$ cat src/rtl/busdp_pkg.sv
// Shared types for the single-bus datapath.
// Assumes: the command op code is two bits wide.
package busdp_pkg;

    typedef enum logic [1:0] {
        OP_ADD = 2'd0,
        OP_ROR = 2'd1,
        OP_LDI = 2'd2,
        OP_RSV = 2'd3
    } busdp_op_e;

    typedef enum logic [2:0] {
        ST_IDLE,
        ST_ADD1,
        ST_ADD2,
        ST_ADD3,
        ST_ROT1,
        ST_ROT2,
        ST_LDI1
    } busdp_state_e;

endpackage

$ cat src/rtl/busdp_regfile.sv
// Bank of N general registers on a shared bus.
// Each register has its own load strobe from the bus and its own output enable.
// The enabled outputs are OR-merged into one bus contribution.
// Assumes: the caller keeps at most one enable and at most one load active.
module busdp_regfile #(
    parameter int W = 4,
    parameter int N = 8,
    localparam int IW = $clog2(N)
) (
    input  logic          clk,
    input  logic          rst_n,
    input  logic [N-1:0]  ld,
    input  logic [N-1:0]  oe,
    input  logic [W-1:0]  bus_in,
    output logic [W-1:0]  bus_drv,
    input  logic [IW-1:0] rd_sel,
    output logic [W-1:0]  rd_data
);
    logic [W-1:0] q [N];

    for (genvar g = 0; g < N; g++) begin : g_reg
        // Register g: clear on reset, capture the bus only when its strobe is set.
        always_ff @(posedge clk) begin
            if (!rst_n)     q[g] <= '0;
            else if (ld[g]) q[g] <= bus_in;
        end
    end

    // Merge the enabled register outputs onto the bus.
    always_comb begin
        bus_drv = '0;
        for (int i = 0; i < N; i++)
            if (oe[i]) bus_drv = bus_drv | q[i];
    end

    // Read port for the requester.
    assign rd_data = q[rd_sel];

    // only one register may load in a step.
    p_single_load_r6: assert property (@(posedge clk) disable iff (!rst_n)
        $onehot0(ld));
endmodule

$ cat src/rtl/busdp_rotator.sv
// Combinational rotate-right barrel shifter.
// Output bit i takes input bit (i + sel) mod W.
// Assumes: W is a power of two.
module busdp_rotator #(
    parameter int W = 4,
    localparam int SW = $clog2(W)
) (
    input  logic [W-1:0]  din,
    input  logic [SW-1:0] sel,
    output logic [W-1:0]  dout
);
    // Route each output bit from its rotated source bit.
    always_comb begin
        for (int i = 0; i < W; i++)
            dout[i] = din[(i + int'(sel)) % W];
    end
endmodule

$ cat src/rtl/busdp_sequencer.sv
// Step sequencer for the single-bus datapath.
// Accepts one command while idle, latches it, and raises the bus, latch and
// register controls step by step. done pulses in the cycle after the last step.
// Assumes: op code 3 is reserved and is never accepted.
module busdp_sequencer
    import busdp_pkg::*;
#(
    parameter int W = 4,
    parameter int N = 8,
    localparam int IW = $clog2(N),
    localparam int SW = $clog2(W)
) (
    input  logic          clk,
    input  logic          rst_n,
    input  logic          cmd_valid,
    input  logic [1:0]    cmd_op,
    input  logic [IW-1:0] cmd_src_a,
    input  logic [IW-1:0] cmd_src_b,
    input  logic [IW-1:0] cmd_dst,
    input  logic [SW-1:0] cmd_rot,
    input  logic [W-1:0]  cmd_imm,
    output logic [N-1:0]  reg_oe,
    output logic [N-1:0]  reg_ld,
    output logic          a_ld,
    output logic          c_ld,
    output logic          c_oe,
    output logic          x_oe,
    output logic          c_from_rot,
    output logic [SW-1:0] rot_sel,
    output logic [W-1:0]  imm_out,
    output logic          busy,
    output logic          done
);
    busdp_state_e  state;
    logic [IW-1:0] src_a_q, src_b_q, dst_q;
    logic [SW-1:0] rot_q;
    logic [W-1:0]  imm_q;
    logic          last_step;

    assign last_step = (state == ST_ADD3) || (state == ST_ROT2) || (state == ST_LDI1);

    // Advance the step state and latch a new command only when idle.
    always_ff @(posedge clk) begin
        if (!rst_n) begin
            state   <= ST_IDLE;
            src_a_q <= '0;
            src_b_q <= '0;
            dst_q   <= '0;
            rot_q   <= '0;
            imm_q   <= '0;
        end else begin
            case (state)
                ST_IDLE: if (cmd_valid && busdp_op_e'(cmd_op) != OP_RSV) begin
                    src_a_q <= cmd_src_a;
                    src_b_q <= cmd_src_b;
                    dst_q   <= cmd_dst;
                    rot_q   <= cmd_rot;
                    imm_q   <= cmd_imm;
                    case (busdp_op_e'(cmd_op))
                        OP_ADD:  state <= ST_ADD1;
                        OP_ROR:  state <= ST_ROT1;
                        default: state <= ST_LDI1;
                    endcase
                end
                ST_ADD1: state <= ST_ADD2;
                ST_ADD2: state <= ST_ADD3;
                ST_ROT1: state <= ST_ROT2;
                default: state <= ST_IDLE;
            endcase
        end
    end

    // Raise done for one cycle after the final step.
    always_ff @(posedge clk) begin
        if (!rst_n) done <= 1'b0;
        else        done <= last_step;
    end

    // Decode the control signals for the current step.
    always_comb begin
        reg_oe     = '0;
        reg_ld     = '0;
        a_ld       = 1'b0;
        c_ld       = 1'b0;
        c_oe       = 1'b0;
        x_oe       = 1'b0;
        c_from_rot = 1'b0;
        rot_sel    = '0;
        case (state)
            ST_ADD1: begin reg_oe = N'(1) << src_a_q; a_ld = 1'b1; end
            ST_ADD2: begin reg_oe = N'(1) << src_b_q; c_ld = 1'b1; end
            ST_ROT1: begin
                reg_oe = N'(1) << src_a_q; c_ld = 1'b1;
                c_from_rot = 1'b1; rot_sel = rot_q;
            end
            ST_ADD3, ST_ROT2: begin c_oe = 1'b1; reg_ld = N'(1) << dst_q; end
            ST_LDI1: begin x_oe = 1'b1; reg_ld = N'(1) << dst_q; end
            default: ;
        endcase
    end

    assign busy    = (state != ST_IDLE);
    assign imm_out = imm_q;

    // done lasts exactly one cycle.
    p_done_single_r8: assert property (@(posedge clk) disable iff (!rst_n)
        done |=> !done);
    // done only rises right after a busy step.
    p_done_after_busy_r8: assert property (@(posedge clk) disable iff (!rst_n)
        $rose(done) |-> $past(busy));
    // the latched command holds while busy.
    p_hold_cmd_r7: assert property (@(posedge clk) disable iff (!rst_n)
        busy |=> ($stable(dst_q) && $stable(src_a_q) && $stable(src_b_q)));
endmodule

$ cat src/rtl/busdp_top.sv
// Single-bus datapath: an N x W register bank, operand latch A, adder,
// rotate-right shifter and result latch C, all joined by one shared bus.
// The bus is built as a one-hot OR-merge. The sequencer keeps it single-driven.
// Assumes: synchronous active-low reset; commands arrive with cmd_valid.
module busdp_top #(
    parameter int DATA_W = 4,
    parameter int NREG   = 8,
    localparam int IDX_W = $clog2(NREG),
    localparam int ROT_W = $clog2(DATA_W)
) (
    input  logic             clk,
    input  logic             rst_n,
    input  logic             cmd_valid,
    input  logic [1:0]       cmd_op,
    input  logic [IDX_W-1:0] cmd_src_a,
    input  logic [IDX_W-1:0] cmd_src_b,
    input  logic [IDX_W-1:0] cmd_dst,
    input  logic [ROT_W-1:0] cmd_rot,
    input  logic [DATA_W-1:0] cmd_imm,
    input  logic [IDX_W-1:0] rd_sel,
    output logic [DATA_W-1:0] rd_data,
    output logic             busy,
    output logic             done
);
    logic [NREG-1:0]   reg_oe, reg_ld;
    logic              a_ld, c_ld, c_oe, x_oe, c_from_rot;
    logic [ROT_W-1:0]  rot_sel;
    logic [DATA_W-1:0] imm, bus, reg_drv, rot_out, a_q, c_q;

    busdp_sequencer #(.W(DATA_W), .N(NREG)) u_seq (
        .clk(clk), .rst_n(rst_n), .cmd_valid(cmd_valid), .cmd_op(cmd_op),
        .cmd_src_a(cmd_src_a), .cmd_src_b(cmd_src_b), .cmd_dst(cmd_dst),
        .cmd_rot(cmd_rot), .cmd_imm(cmd_imm),
        .reg_oe(reg_oe), .reg_ld(reg_ld), .a_ld(a_ld), .c_ld(c_ld),
        .c_oe(c_oe), .x_oe(x_oe), .c_from_rot(c_from_rot), .rot_sel(rot_sel),
        .imm_out(imm), .busy(busy), .done(done)
    );

    busdp_regfile #(.W(DATA_W), .N(NREG)) u_rf (
        .clk(clk), .rst_n(rst_n), .ld(reg_ld), .oe(reg_oe), .bus_in(bus),
        .bus_drv(reg_drv), .rd_sel(rd_sel), .rd_data(rd_data)
    );

    busdp_rotator #(.W(DATA_W)) u_rot (
        .din(bus), .sel(rot_sel), .dout(rot_out)
    );

    // Shared bus: the enabled register, latch C or the immediate.
    assign bus = reg_drv
               | (c_oe ? c_q : '0)
               | (x_oe ? imm : '0);

    // Operand latch A: capture the bus on its load step.
    always_ff @(posedge clk) begin
        if (!rst_n)    a_q <= '0;
        else if (a_ld) a_q <= bus;
    end

    // Result latch C: take the rotated bus or the sum A + bus, keeping the low bits only.
    always_ff @(posedge clk) begin
        if (!rst_n)    c_q <= '0;
        else if (c_ld) c_q <= c_from_rot ? rot_out : DATA_W'(a_q + bus);
    end

    // at most one bus driver in any step.
    p_one_driver_r10: assert property (@(posedge clk) disable iff (!rst_n)
        $onehot0({reg_oe, c_oe, x_oe}));
    // an add step leaves A plus the bus, mod 2^DATA_W, in C.
    p_add_into_c_r3: assert property (@(posedge clk) disable iff (!rst_n)
        (c_ld && !c_from_rot) |=> (c_q == DATA_W'($past(a_q) + $past(bus))));
    // a rotate keeps the number of set bits.
    p_rot_weight_r4: assert property (@(posedge clk) disable iff (!rst_n)
        (c_ld && c_from_rot) |=> ($countones(c_q) == $past($countones(bus))));
endmodule

$ cat config.mk
export PLATFORM = sky130hd
export DESIGN_NAME = busdp_top
export DESIGN_NICKNAME = d
export VERILOG_FILES = /design/src/rtl/busdp_pkg.sv /design/src/rtl/busdp_regfile.sv /design/src/rtl/busdp_rotator.sv /design/src/rtl/busdp_sequencer.sv /design/src/rtl/busdp_top.sv
export SDC_FILE = /design/constraint.sdc
export NUM_CORES = 1
export LEC_CHECK = 0
export BUFFER_PORTS_ARGS = -buffer_cell sky130_fd_sc_hd__buf_4
export CAP_MARGIN = 15
export CORE_MARGIN = 5
export CORE_UTILIZATION = 60
export DETAILED_ROUTE_END_ITERATION = 10
export PLACE_DENSITY = 0.8
export SLEW_MARGIN = 20
export SYNTH_ARGS = -nofsm -noshare
export SYNTH_HDL_FRONTEND = slang
export SYNTH_SLANG_ARGS = --single-unit
export TNS_END_PERCENT = 5
$ cat constraint.sdc
create_clock -name clk -period 4.91 [get_ports clk]
set_input_delay 0.982 -clock clk [delete_from_list [all_inputs] [get_ports clk]]
set_output_delay 0.982 -clock clk [all_outputs]
set_load 0.02 [all_outputs]
* After elaboration in Yosys (flattened, before gate mapping)
Memory sizes are Yosys's and may differ from the RTL's. Index checks and enable logic that the tools add are counted.
Storage, ports and cells: register bits 27, bits in writable memories 32, input port bits 23, output and inout bits 6, logic and storage cells 130, memories 1
Memories:
- u_rf.q | words 8, width 4, read ports 9, clocked after memory_dff 0, write ports 8, RTL line busdp_regfile.sv:19 | logic [W-1:0] q [N];
Operators by class: add/subtract/negate cells 4, $lt $le $gt $ge 4, equal/unequal tests 9, shift operators 3, multiplexer cells 66, bitwise gates (word level) 20, reduce and logical (&&, ||, !) cells 14
Operator list (count):
- $mux 4 | 19
- $mux 1 | 37
- $or 4x4->4 | 9
- $shl 1x3->8 const A | 3
- $pmux 8 s2 | 1
- $lt 3x4->1 const B | 3
- $pmux 3 s4 | 1
- $reduce_or 2->1 | 6
- $eq 3x3->1 const B | 3
- $bmux 1 s2 | 4
- $mux 8 | 1
- $or 1x1->1 | 8
- $eq 3x2->1 const B | 2
- $pmux 3 s2 | 1
- $add 2x2->2 const A | 2
- $add 4x4->4 | 1
- $and 1x1->1 const A | 3
- $eq 3x1->1 const B | 1
- $logic_not 3->1 | 1
- $lt 2x3->1 const B | 1
- $mux 3 | 1
- $reduce_bool 3->1 | 1
- $reduce_or 3->1 | 1
- $add 1x2->2 const A | 1
- 8 further kinds | 9

* Longest topological paths before layout
Gate-level depths: netlist of run 1.
depth after elaboration 24, depth in mapped cells 16, mapped depth without buffers 14

* By module
A second synthesis of run 1 with hierarchy kept.
Second synthesis, totals: cells, all modules 300, area total of the unflattened synthesis 3375.7 µm²
By module, submodules not included:
- busdp_regfile | times used 1, cells each 110, area each 1649.1 µm², seq. area each 960.9 µm²
- busdp_sequencer | times used 1, cells each 138, area each 1139.8 µm², seq. area each 380.4 µm²
- busdp_top | times used 1, cells each 48, area each 481.7 µm², seq. area each 160.2 µm²
- busdp_rotator | times used 1, cells each 4, area each 105.1 µm², seq. area each 0.0 µm²

* Worst setup path before layout of run 1
Ideal clock, no wire load.
path type register -> register, start reg u_seq.state[2], end reg c_q[3], setup time 0.070 ns, arrival time 3.396 ns, required time 4.840 ns, path slack 1.443 ns, cell stages (with the launch flop) 16, path buffers 2, clock period less this slack 3.467 ns, cells stage by stage dfxtp_1 buf_6 nor4bb_1 a211oi_4 a21oi_1 a2111o_1 nor3_1 buf_2 inv_1 ha_1 a21o_1 a21oi_1 xor2_1 or4_1 o211ai_1 o21bai_1
On the way: word-level cells in the longest chain between the ends 24, elaborated cells between the ends (all ways) 40, classes of those cells add/sub: 2; eq/ne: 6; mux: 20; bitwise: 9; reduce/logical: 3
RTL lines:
- from (decl) | RTL line busdp_sequencer.sv:34 | busdp_state_e state;
- from (signal assigned) | RTL line busdp_sequencer.sv:45 | state <= ST_IDLE;
- from (signal assigned) | RTL line busdp_sequencer.sv:60 | OP_ADD: state <= ST_ADD1;
- from (signal assigned) | RTL line busdp_sequencer.sv:61 | OP_ROR: state <= ST_ROT1;
- $eq 3x1->1 or $eq 3x3->1 (tied branches) | RTL line busdp_sequencer.sv:89 | case (state)
- $reduce_or 2->1 (no source line)
- $pmux 8 s2 | RTL line busdp_sequencer.sv:89
- $mux 4 | RTL line busdp_regfile.sv:33 | if (oe[i]) bus_drv = bus_drv | q[i];
- $or 4x4->4 | RTL line busdp_regfile.sv:33
- $mux 4 | RTL line busdp_regfile.sv:33
- $or 4x4->4 | RTL line busdp_regfile.sv:33
- $mux 4 | RTL line busdp_regfile.sv:33
- [8 not listed]
- $or 4x4->4 | RTL line busdp_regfile.sv:33
- $mux 4 | RTL line busdp_regfile.sv:33
- $or 4x4->4 | RTL line busdp_top.sv:50 | | (c_oe ? c_q : '0)
- $or 4x4->4 (*) | RTL line busdp_top.sv:51 | | (x_oe ? imm : '0);
- net bus[1] | RTL line busdp_top.sv:28 | logic [DATA_W-1:0] imm, bus, reg_drv, rot_out, a_q, c_q;
- $bmux 1 s2 | RTL line busdp_rotator.sv:15 | dout[i] = din[(i + int'(sel)) % W];
- $mux 1 (not written as such) (2 in a row) | RTL line busdp_rotator.sv:15
- $mux 4 (*) | RTL line busdp_top.sv:62 | else if (c_ld) c_q <= c_from_rot ? rot_out : DATA_W'(a_q + bus);
- to (signal assigned) | RTL line busdp_top.sv:62
- to (decl) | RTL line busdp_top.sv:28
The timed path passes the listed nets; every way through them passes the cells marked *. The select of a mux whose other input is x is not followed. A chain may end at the register's enable or synchronous reset.

* Worst setup path after layout of run 1
Ends and elaborated chain as after synthesis.

==> results of run 1 <==
[kinds of logic (layout without fill, tap and decap cells)]
group | count (synthesis) | in the layout | share of synthesized area [%]
simple gates | 120 | 120 | 18.3
xor+xnor | 5 | 5 | 1.51
buf+inv | 37 | 65 | 4.68
compound gates | 77 | 77 | 16.5
fa+ha+maj | 4 | 4 | 1.69
mux | 31 | 31 | 13.1
flops | 59 | 59 | 44.2
[final timing paths]
check / startpoint / endpoint / slack (ps) / cells after the start
worst min-delay path: u_seq.imm_out[3] / u_seq.imm_out[3] / 510 / 2
worst min register to register: u_seq.imm_out[3] / u_seq.imm_out[3] / 510 / 2
worst max register to register: u_seq.state[2] / c_q[3] / 790 / 13
worst max-delay path: u_seq.state[2] / c_q[3] / 790 / 13
[final cells by class]
type / instances / area share, %
clock buffers: 9 / 3.20
clock inverters: 7 / 3.01
inverters: 18 / 1.75
multi-input cells: 237 / 44.9
flip-flops and latches: 59 / 38.8
well taps: 72 / 2.33
repair buffers: 31 / 6.01
[metal layers]
metal / wire length (µm) / part of all wire [%] / GRT usage (%) / up-vias
met3: 774 / 8.7 / 6.60 / 45
met5: 0 / 0 / 0 / -
met2: 4080 / 46 / 41.1 / 189
met4: 359 / 4.1 / 10.5 / 0
met1: 3640 / 41 / 32.8 / 1331
li1: - / - / - / 1286
[cell usage in the layout, fill, tap and decap left out, types with 10 or more instances in the layout]
| master | Yosys | final |
|---|---|---|
| buf_4 | 2 | 31 |
| mux2i_1 | 16 | 16 |
| nand2_1 | 11 | 11 |
| nor2_1 | 59 | 59 |
| o21ai_0 | 15 | 15 |
| dfxtp_1 | 27 | 27 |
| a211oi_1 | 14 | 14 |
| a21oi_1 | 13 | 13 |
| edfxtp_1 | 32 | 32 |
| inv_1 | 17 | 17 |
| mux4_2 | 10 | 10 |
[stage by stage]
step	setup WS, ps	utilization [%]	area [µm²]	hold slack (ps)
final	787	70.3	3870	506
after detailed placement	913	65.9	3630	495
after global routing	535	70.3	3870	551
after floorplan	1440	-	3400	464
after global placement	1060	65.9	3630	491
after CTS	870	70.3	3870	515
[registers in the layout, indices dropped and copies added (netlist names)]
signal	cells
c_q	4
u_seq.src_a_q	3
u_seq.rot_q	2
u_seq.imm_out	4
u_rf.q	32
u_seq.src_b_q	3
u_seq.dst_q	3
a_q	4
u_seq.state	3
u_seq.done	1
[power by group through the flow]
stage	sequential, W	combinational (W)	clock, W
2_1_floorplan	0.000600	0.000299	0
3_3_place_gp	0.000639	0.000358	0
3_5_place_dp	0.000642	0.000367	0
4_1_cts	0.000631	0.000371	0.000539
5_1_grt	0.000640	0.000406	0.000567
6_report	0.000633	0.000378	0.000537
[worst max-delay path, cell delays in order, from the launching register on]
cell and delay, ps:
dfxtp_1 830, xnor2_1 400, o21ai_1 400, a21oi_1 180, a2111o_1 430, nor3_1 240, inv_1 130, ha_1 300
a21o_1 150, a21oi_1 170, xor2_1 100, or4_1 390, o211ai_1 180, o21bai_1 140
==> metrics, run 1 <==
1st-iter DRT viols=361; vias in the first global route=roughly 2700; worst min path class=flop to flop; number of synthesized flops with an enable pin=32; CTS buffer count=9; Worst-Margin Slew=1010 ps; Max Slew Vio Count=0; max_slew headroom=32.9%; overall via count from detail_route=2851; first-pass GRT wire length=14100 µm; clk_lat worst skew=340 ps; # diodes=0; grt ovf=0; Int Pwr=about 0.0011 W; Cell Rows=27; Comb power frac=roughly 24%; largest net degree at the start of global routing=26; initial antenna violation count=0; # Post-CTS Setup Buffers=0; GRT Util Overall=25.5%; Worst-path clk slew=70 ps; clock sinks=59; Port Buf Inserts=28; fin crit share=84.0%; crit path time final=4120 ps; WP data arrival=4390 ps; Nets=383; Distinct cells, synth=62; element type at the critical path end=flop; hpwl dp=6490 µm; Initial Util=between 60% and 70%; top-area cell type share of the netlist area=28.3%; max cap viols=0; post-route insts no fill=433; Final Wtd Congestion=0.962; Pwr Density=400 mW/mm²; crit path max fanout=21; Pwr Total=0.00155 W; RSZ-0062 raised after global routing=false; switching pwr=0.000492 W; Synth-to-Final Area Change=13.9%; fillers=403; Max Fclk=243 MHz; area leader, netlist=edfxtp_1; run status=completed; Leak=around 1.5 nW; Switching Fraction=a little under a third; TritonCTS clock tree=done; top-count cell post-synth=nor2_1; multi-input logic area=approximately 0.0017 mm²; Synth Register Bits=59; maximum VDD drop=0.247 mV; Vert. Die Dim=85.3 µm; antenna-violating nets left=0; Mapped Nets=360; CP Launch Type=flop; Residual DRC=0; Die X-Extent=85.3 µm; Post-synth top cells=59 x nor2_1, 32 x edfxtp_1, 27 x dfxtp_1, 17 x inv_1, 16 x mux2i_1; syn avg cell area=10.2 µm²; final hold vios=0; H-tree depth=3; Syn Inst Count=between 300 and 400; asr flop ratio synth=0%; final setup TNS=0 ps; FF+latch area=0.00150 mm²; yosys warns=0; post-synthesis sequential area ratio=44.2%; setup violators final=0; cts hold-fix bufs=0; DR WL/cell=20.4 µm; Post-Route WL=8850 µm; layout cells sized above 1=21.1%; core box area=roughly 0.0055 mm²; I/O pin total=29; Clock Tree Root=clkbuf_8; CTS-repair resized insts=0; drt first pass iters=5; Seq pwr share=40.9%; Cells after DPL=417; vias per cell=6.58; Final Skew=9.31 ps; CTS Buffer Depth=2; Main synth FF type=edfxtp_1; critical path required time=5180 ps; synth top area cells=edfxtp_1 28%, dfxtp_1 16%, mux4_2 6.6%; Mapped Area=0.00340 mm²; Clk pwr share=34.7%; Worst Setup Path Type=flop to flop; die area=0.00727 mm²
Power figures use the tool's default switching activity.
==> run 2, diff against run 1 <==
--- a/config.mk
+++ b/config.mk
@@ -5,12 +5,13 @@
 export SDC_FILE = /design/constraint.sdc
 export NUM_CORES = 1
 export LEC_CHECK = 0
+export ABC_AREA = 1
 export BUFFER_PORTS_ARGS = -buffer_cell sky130_fd_sc_hd__buf_4
 export CAP_MARGIN = 15
 export CORE_MARGIN = 5
-export CORE_UTILIZATION = 60
+export CORE_UTILIZATION = 54
 export DETAILED_ROUTE_END_ITERATION = 10
-export PLACE_DENSITY = 0.8
+export PLACE_DENSITY = 0.76
 export SLEW_MARGIN = 20
 export SYNTH_ARGS = -nofsm -noshare
 export SYNTH_HDL_FRONTEND = slang
==> constraint.sdc (replaced) <==
create_clock -name clk -period 3.7 [get_ports clk]
set_input_delay 0.74 -clock clk [delete_from_list [all_inputs] [get_ports clk]]
set_output_delay 0.74 -clock clk [all_outputs]
set_load 0.02 [all_outputs]
==> run 2 against run 1 <==
  * Via count rose by 12%
  * Wire length rose by 0.20%
  * Sequential power rose by 30%
  * Critical path depth rose by 7
  * Clock skew fell by 0.91 ps
  * Global-route usage fell by 3.1 points
  * Clock power rose by 2%
==> metrics, run 2 <==
element type at the critical path end=flop; Pwr Total=0.00206 W (+33%); compound-cell area share of the yosys netlist=10.2% (-6.3 points); crit path time final=3160 ps (-966 ps); I/O pin total=29 (unchanged); hold path depth=2 (unchanged); fin crit share=85.3% (+1.4 points); CTS buffer count=9 (unchanged); GRT Util Overall=22.5% (-3.1 points); vias per cell=5.38 (-18%); run status=completed; Port Buf Inserts=28 (unchanged); Worst Setup Path Type=flop to flop; clk_lat worst skew=340 ps (about the same); Nets=538 (+40%); final setup TNS=0 ps (unchanged); Post-Route WL=8870 µm (+0.20%); most flop-heavy register=u_rf.q; crit path max fanout=14 (-33%); first-pass GRT wire length=14700 µm (+3.9%); worst path buffer plus inverter count=3 (+2); syn avg cell area=7.11 µm² (-30%); area leader, netlist=edfxtp_1; Pwr Density=530 mW/mm² (+32%); CP Launch Type=flop; Leak=1.98 nW (+35%); # Post-CTS Setup Buffers=0 (unchanged); 1st-iter DRT viols=287 (-20%); Cell Rows=29 (+7.4%); overall via count from detail_route=3189 (+12%); Clock Tree Root=clkbuf_8; fillers=568 (+41%); max_slew headroom=61.3% (+28 points); vias in the first global route=3058 (+12%); Vert. Die Dim=89.9 µm (+5.4%); TritonCTS clock tree=done; multi-input logic area=0.00158 mm² (-9.2%); Reg2Reg Depth=20 (+7); Main synth FF type=edfxtp_1; H-tree depth=3 (unchanged); core box area=0.00628 mm² (+14%); Final Skew=8.40 ps (-0.910 ps); top-area cell type share of the netlist area=27.9% (-0.37 points); drt first pass iters=5 (unchanged); Distinct cells, synth=31 (-50%); max cap viols=0 (unchanged); CTS Buffer Depth=2 (unchanged); Worst-Margin Slew=580 ps (-427 ps); clock sinks=59 (unchanged); crit-path leading delay family=simple AND/OR/NAND/NOR gates; antenna-violating nets left=0 (unchanged); most frequent cells in the layout=116 x nand2_1, 71 x inv_1, 70 x nor2_1, 39 x o21ai_0, 38 x nand3_1; Die X-Extent=89.9 µm (+5.4%); asr flop ratio synth=0% (unchanged); critical-path cell list=inv_2 -> nand3_2 -> nand2_1 -> nand2_1 -> nand2_1 -> nand2_2 -> inv_1 -> nand2_1 -> nor2_1 -> nor2_1 -> nand3_1 -> ha_1 -> nand3_1 -> nand2_1 -> xor2_1 -> nand4_1 -> nand3_1 -> nand2_1 -> inv_1 -> a21oi_1; Largest register FFs=32 (unchanged); top-count cell post-synth=nand2_1; WP data arrival=3390 ps (-1000 ps); Post-Synth XOR/XNOR Area=0.763% (-0.75 points); hpwl dp=6850 µm (+5.6%); critical path required time=3930 ps (-1250 ps); yosys warns=0 (unchanged); Worst path slowest cell=dfxtp_1; Worst-path clk slew=70 ps (about the same); CTS-repair resized insts=0 (unchanged); worst min path class=flop to flop; final hold vios=0 (unchanged); die area=0.00807 mm² (+11%); post-synthesis sequential area ratio=43.6% (-0.58 points); grt ovf=0 (unchanged); Synth Register Bits=59 (unchanged); maximum VDD drop=0.269 mV (+9.0%); Residual DRC=0 (unchanged); adder-cell share of the synthesized area=1.67% (-0.022 points); Synth-to-Final Area Change=12.6%; FF+latch area=0.00150 mm² (unchanged); Max Slew Vio Count=0 (unchanged); # diodes=0 (unchanged); crit-path max cell delay=440 ps (-390 ps); Syn Inst Count=484 (+45%); Final Wtd Congestion=1.04 (+8.6%); mux cell area share after synthesis=0% (-13 points); cts hold-fix bufs=0 (unchanged); Mapped Nets=511 (+42%); Initial Util=54.9% (-6.9 points); layout cells sized above 1=13.6% (-7.5 points); Post-synth top cells=116 x nand2_1, 71 x inv_1, 70 x nor2_1, 39 x o21ai_0, 38 x nand3_1; RSZ-0062 raised after global routing=false; number of synthesized flops with an enable pin=32 (unchanged); initial antenna violation count=0 (unchanged); main combinational cell family by area after synthesis=simple AND/OR/NAND/NOR gates; setup violators final=0 (unchanged); Post-Synth Simple-Gate Area=33.2% (+15 points); DR WL/cell=15.0 µm (-27%); synth top area cells=edfxtp_1 28%, dfxtp_1 16%, nand2_1 13%; most used cell, CP=nand2_1; commonest non-fill, non-tap cell in the layout=nand2_1; Max Fclk=317 MHz (+31%); cell count along the critical path=20 (+7); Mapped Area=0.00344 mm² (+1.3%); largest net degree at the start of global routing=33 (+27%)
run 2: cell count changes after synthesis, moves of 9 or more:
cell      change
a211oi_1     -12
inv_1        +54
mux2i_1      -16
mux4_2       -10
nand2_1     +105
nand3_1      +30
nand4_1      +11
nor2_1       +11
nor2_2        +9
o21ai_0      +24
run 2: worst reg2reg max path, delay by kind of cell, from the launching register on:
family                     cells  cell delay, ps
DFF                            1             440
AOI/OAI and AO/OA              1              50
xor gates and xnor gates       1             190
and+or+nand+nor               14            1800
adders and majority gates      1             360
buffers and inverters          3             210
run 2: through the flow:
stage / utilization, % / hold WS (ps) / cells / cell area [µm²] / setup slack, ps
floorplan: - / 444 / 484 / 3440 / 1080
global placement: 58.8 / 459 / 577 / 3690 / 742
detailed placement: 58.8 / 463 / 577 / 3690 / 617
CTS: 61.8 / 472 / 593 / 3880 / 582
global route: 61.8 / 511 / 593 / 3880 / 251
finish: 61.8 / 467 / 593 / 3880 / 543
run 2: per-layer routing:
metal	GRT usage, %	wire length [µm]	vias up
met2	35.3	4010	120
met3	5.43	599	28
met4	9.93	267	0
met5	0	0	-
li1	-	-	1614
met1	29.4	4000	1427
run 2: path summary, 6_finish.rpt:
kind	startpoint	endpoint	slack, ps
max	u_seq.state[2]	c_q[3]	540
min	u_seq.src_b_q[2]	u_seq.src_b_q[2]	470
max reg2reg	u_seq.state[2]	c_q[3]	540
min reg2reg	u_seq.src_b_q[2]	u_seq.src_b_q[2]	470
run 2: cells by family after synthesis:
logic type,after synthesis
compound gates,66
buf+inv,90
simple gates,262
flops,59
xor+xnor,3
fa+ha+maj,4
run 2: cell type report:
cell class / instances / share of cell area [%]
well taps: 77 / 2.48
repair buffers: 31 / 6.00
multi-input cells: 335 / 40.7
clock inverters: 4 / 0.581
clock buffers: 12 / 4.29
flip-flops and latches: 59 / 38.7
inverters: 75 / 7.26
run 2: where the power goes:
| group | internal, W | leakage (nW) | switching, W |
|---|---|---|---|
| logic | 0.000214 | 1.33 | 0.000469 |
| registers | 0.000770 | 0.553 | 0.0000552 |
| clock network | 0.000298 | 0.0973 | 0.000250 |
==> run 3, diff against run 2 <==
--- a/config.mk
+++ b/config.mk
@@ -9,9 +9,9 @@
 export BUFFER_PORTS_ARGS = -buffer_cell sky130_fd_sc_hd__buf_4
 export CAP_MARGIN = 15
 export CORE_MARGIN = 5
-export CORE_UTILIZATION = 54
+export CORE_UTILIZATION = 64
 export DETAILED_ROUTE_END_ITERATION = 10
-export PLACE_DENSITY = 0.76
+export PLACE_DENSITY = 0.85
 export SLEW_MARGIN = 20
 export SYNTH_ARGS = -nofsm -noshare
 export SYNTH_HDL_FRONTEND = slang
==> constraint.sdc (replaced) <==
create_clock -name clk -period 4 [get_ports clk]
set_input_delay 0.8 -clock clk [delete_from_list [all_inputs] [get_ports clk]]
set_output_delay 0.8 -clock clk [all_outputs]
set_load 0.02 [all_outputs]
==> run 3 against run 2 <==
  * Wire length increased by 8.3%
  * Non-clock buffer count decreased by 1
  * Via count increased by 6.7%
  * Core utilization increased by 14 points
  * Global-route usage increased by 6.5 points
  * Worst setup slack improved by 71 ps
==> metrics, run 3 (synthesis gave the netlist of run 2 again) <==
final setup TNS=0 ps (unchanged); fin crit share=84.7% (-0.68 points); Final Skew=8.68 ps (+0.283 ps); layout cells sized above 1=13.2% (-0.36 points); Max Fclk=295 MHz (-6.8%); Worst R2R End=c_q[3]; Cells after DPL=569 (-1.4%); vias per cell=5.82 (+8.1%); Placed Area=0.00367 mm² (-0.44%); max_slew headroom=59.9% (-1.4 points); first-pass GRT wire length=15900 µm (+8.4%); RSZ-0062 raised after global routing=false; HP Start=u_seq.rot_q[1]; Worst-path clk slew=60 ps (about the same); core box area=0.00517 mm² (-18%); Clock Tree Root=clkbuf_8; WP data arrival=3660 ps (+270 ps); multi-input logic area=0.00158 mm² (unchanged); clk_lat worst skew=340 ps (about the same); R2R Setup Slk=610 ps (+70 ps); Comb power frac=31.1% (-2.1 points); Max Slew Vio Count=0 (unchanged); post-route insts no fill=585 (-1.3%); final hold vios=0 (unchanged); GRT Util Overall=29.0% (+6.5 points); commonest non-fill, non-tap cell in the layout=nand2_1; Reg2Reg Depth=21 (+5.0%); H-tree depth=3 (unchanged); Cell Rows=26 (-10%); hpwl dp=7190 µm (+5.0%); vias in the first global route=3266 (+6.8%); Hold Crit Endpoint=u_seq.rot_q[1]; Clk pwr share=31.4% (+4.7 points); max cap viols=0 (unchanged); CTS buffer count=9 (unchanged); Leak=2.00 nW (+0.76%); Vert. Die Dim=83.4 µm (-7.2%); run status=completed; Int Pwr=0.00131 W (+2.6%); # Post-CTS Setup Buffers=0 (unchanged); die area=0.00695 mm² (-14%); CTS-repair resized insts=0 (unchanged); crit path time final=3390 ps (+229 ps); Pwr Density=526 mW/mm² (-0.73%); CP Launch Type=flop; WHS=486 ps (+18.8 ps); maximum VDD drop=0.409 mV (+52%); cell area after layout=0.00391 mm² (+0.68%); Worst-Margin Slew=601 ps (+20.7 ps); Largest register FFs=32 (unchanged); most frequent cells in the layout=116 x nand2_1, 71 x inv_1, 70 x nor2_1, 39 x o21ai_0, 38 x nand3_1; Seq pwr share=37.5% (-2.6 points); DR WL/cell=16.4 µm (+9.8%); FF+latch area=0.00150 mm² (unchanged); Worst Setup Path Type=flop to flop; worst min path class=flop to flop; Nets=537 (-0.19%); Residual DRC=0 (unchanged); Synth-to-Final Area Change=13.4%; initial antenna violation count=0 (unchanged); Port Buf Inserts=28 (unchanged); I/O pin total=29 (unchanged); # diodes=0 (unchanged); switching pwr=0.000740 W (-4.4%); critical path required time=4270 ps (+340 ps); overall via count from detail_route=3402 (+6.7%); antenna-violating nets left=0 (unchanged); Final Wtd Congestion=1.07 (+2.2%); hold path depth=2 (unchanged); CTS Buffer Depth=2 (unchanged); crit path max fanout=14 (unchanged); drt first pass iters=6 (+1); Switching Fraction=36.0% (-1.6 points); TritonCTS clock tree=done; element type at the critical path end=flop; grt ovf=0 (unchanged); clock sinks=59 (unchanged); Reg-to-Reg Start=u_seq.state[2]; setup violators final=0 (unchanged); most flop-heavy register=u_rf.q; 1st-iter DRT viols=422 (+47%); Die X-Extent=83.4 µm (-7.2%); Post-Route WL=9610 µm (+8.3%); Initial Util=66.6% (+12 points); Worst Setup SP=u_seq.state[2]; fillers=396 (-30%); largest net degree at the start of global routing=33 (unchanged); cts hold-fix bufs=0 (unchanged)
run 3: critical path, cell delays in order, from the launching register on:
cell     delay [ps]
dfxtp_1         420
inv_2           100
nand3_2         240
nand2_1         180
nand2_1          90
nand2_1         110
nand2_2         160
inv_1            60
nand2_1          70
nor2_1           40
nor2_1          140
nand3_1         460
ha_1            490
nand3_1          80
nand2_1          90
xor2_1          180
inv_1            60
nand2_1          70
nand3_1          70
nand2_1          70
inv_1            40
a21oi_1         120
run 3: area by class of cell:
| type | count | share of cell area (%) |
|---|---|---|
| Multi-Input combinational cell | 335 | 40.4 |
| Timing Repair Buffer | 30 | 5.77 |
| Inverter | 75 | 7.21 |
| Clock inverter | 6 | 2.66 |
| Tap cell | 70 | 2.24 |
| Clock buffer | 10 | 3.27 |
| Sequential cell | 59 | 38.4 |
run 3: through the flow:
step                power, W  setup slack [ps]  util, %
floorplan            0.00122              1260        -
global placement     0.00139               798     71.0
detailed placement   0.00140               729     71.0
CTS                  0.00204               683     75.5
global route         0.00216               286     75.5
finish               0.00205               614     75.5
run 3: routing by layer:
| metal | GRT usage, % | part of all wire (%) | up-vias |
|---|---|---|---|
| met5 | 0 | 0 | - |
| met4 | 10.1 | 3.1 | 0 |
| met3 | 6.63 | 11 | 42 |
| met2 | 45.0 | 45 | 195 |
| met1 | 39.8 | 41 | 1550 |
| li1 | - | - | 1615 |
run 3: power groups by stage:
stage	Sequential, W	Clock (W)	Combinational, W
final	0.000770	0.000645	0.000640
after global routing	0.000775	0.000677	0.000709
after CTS	0.000766	0.000645	0.000625
after detailed placement	0.000778	0	0.000618
after global placement	0.000777	0	0.000609
after floorplan	0.000758	0	0.000465
run 3: worst max-delay path by stage:
stage                       endpoint  cells past startpoint
after detailed placement      c_q[3]                     21
after floorplan           rd_data[0]                      6
after global placement        c_q[3]                     20
final                         c_q[3]                     21
after global routing          c_q[3]                     21
after CTS                     c_q[3]                     21
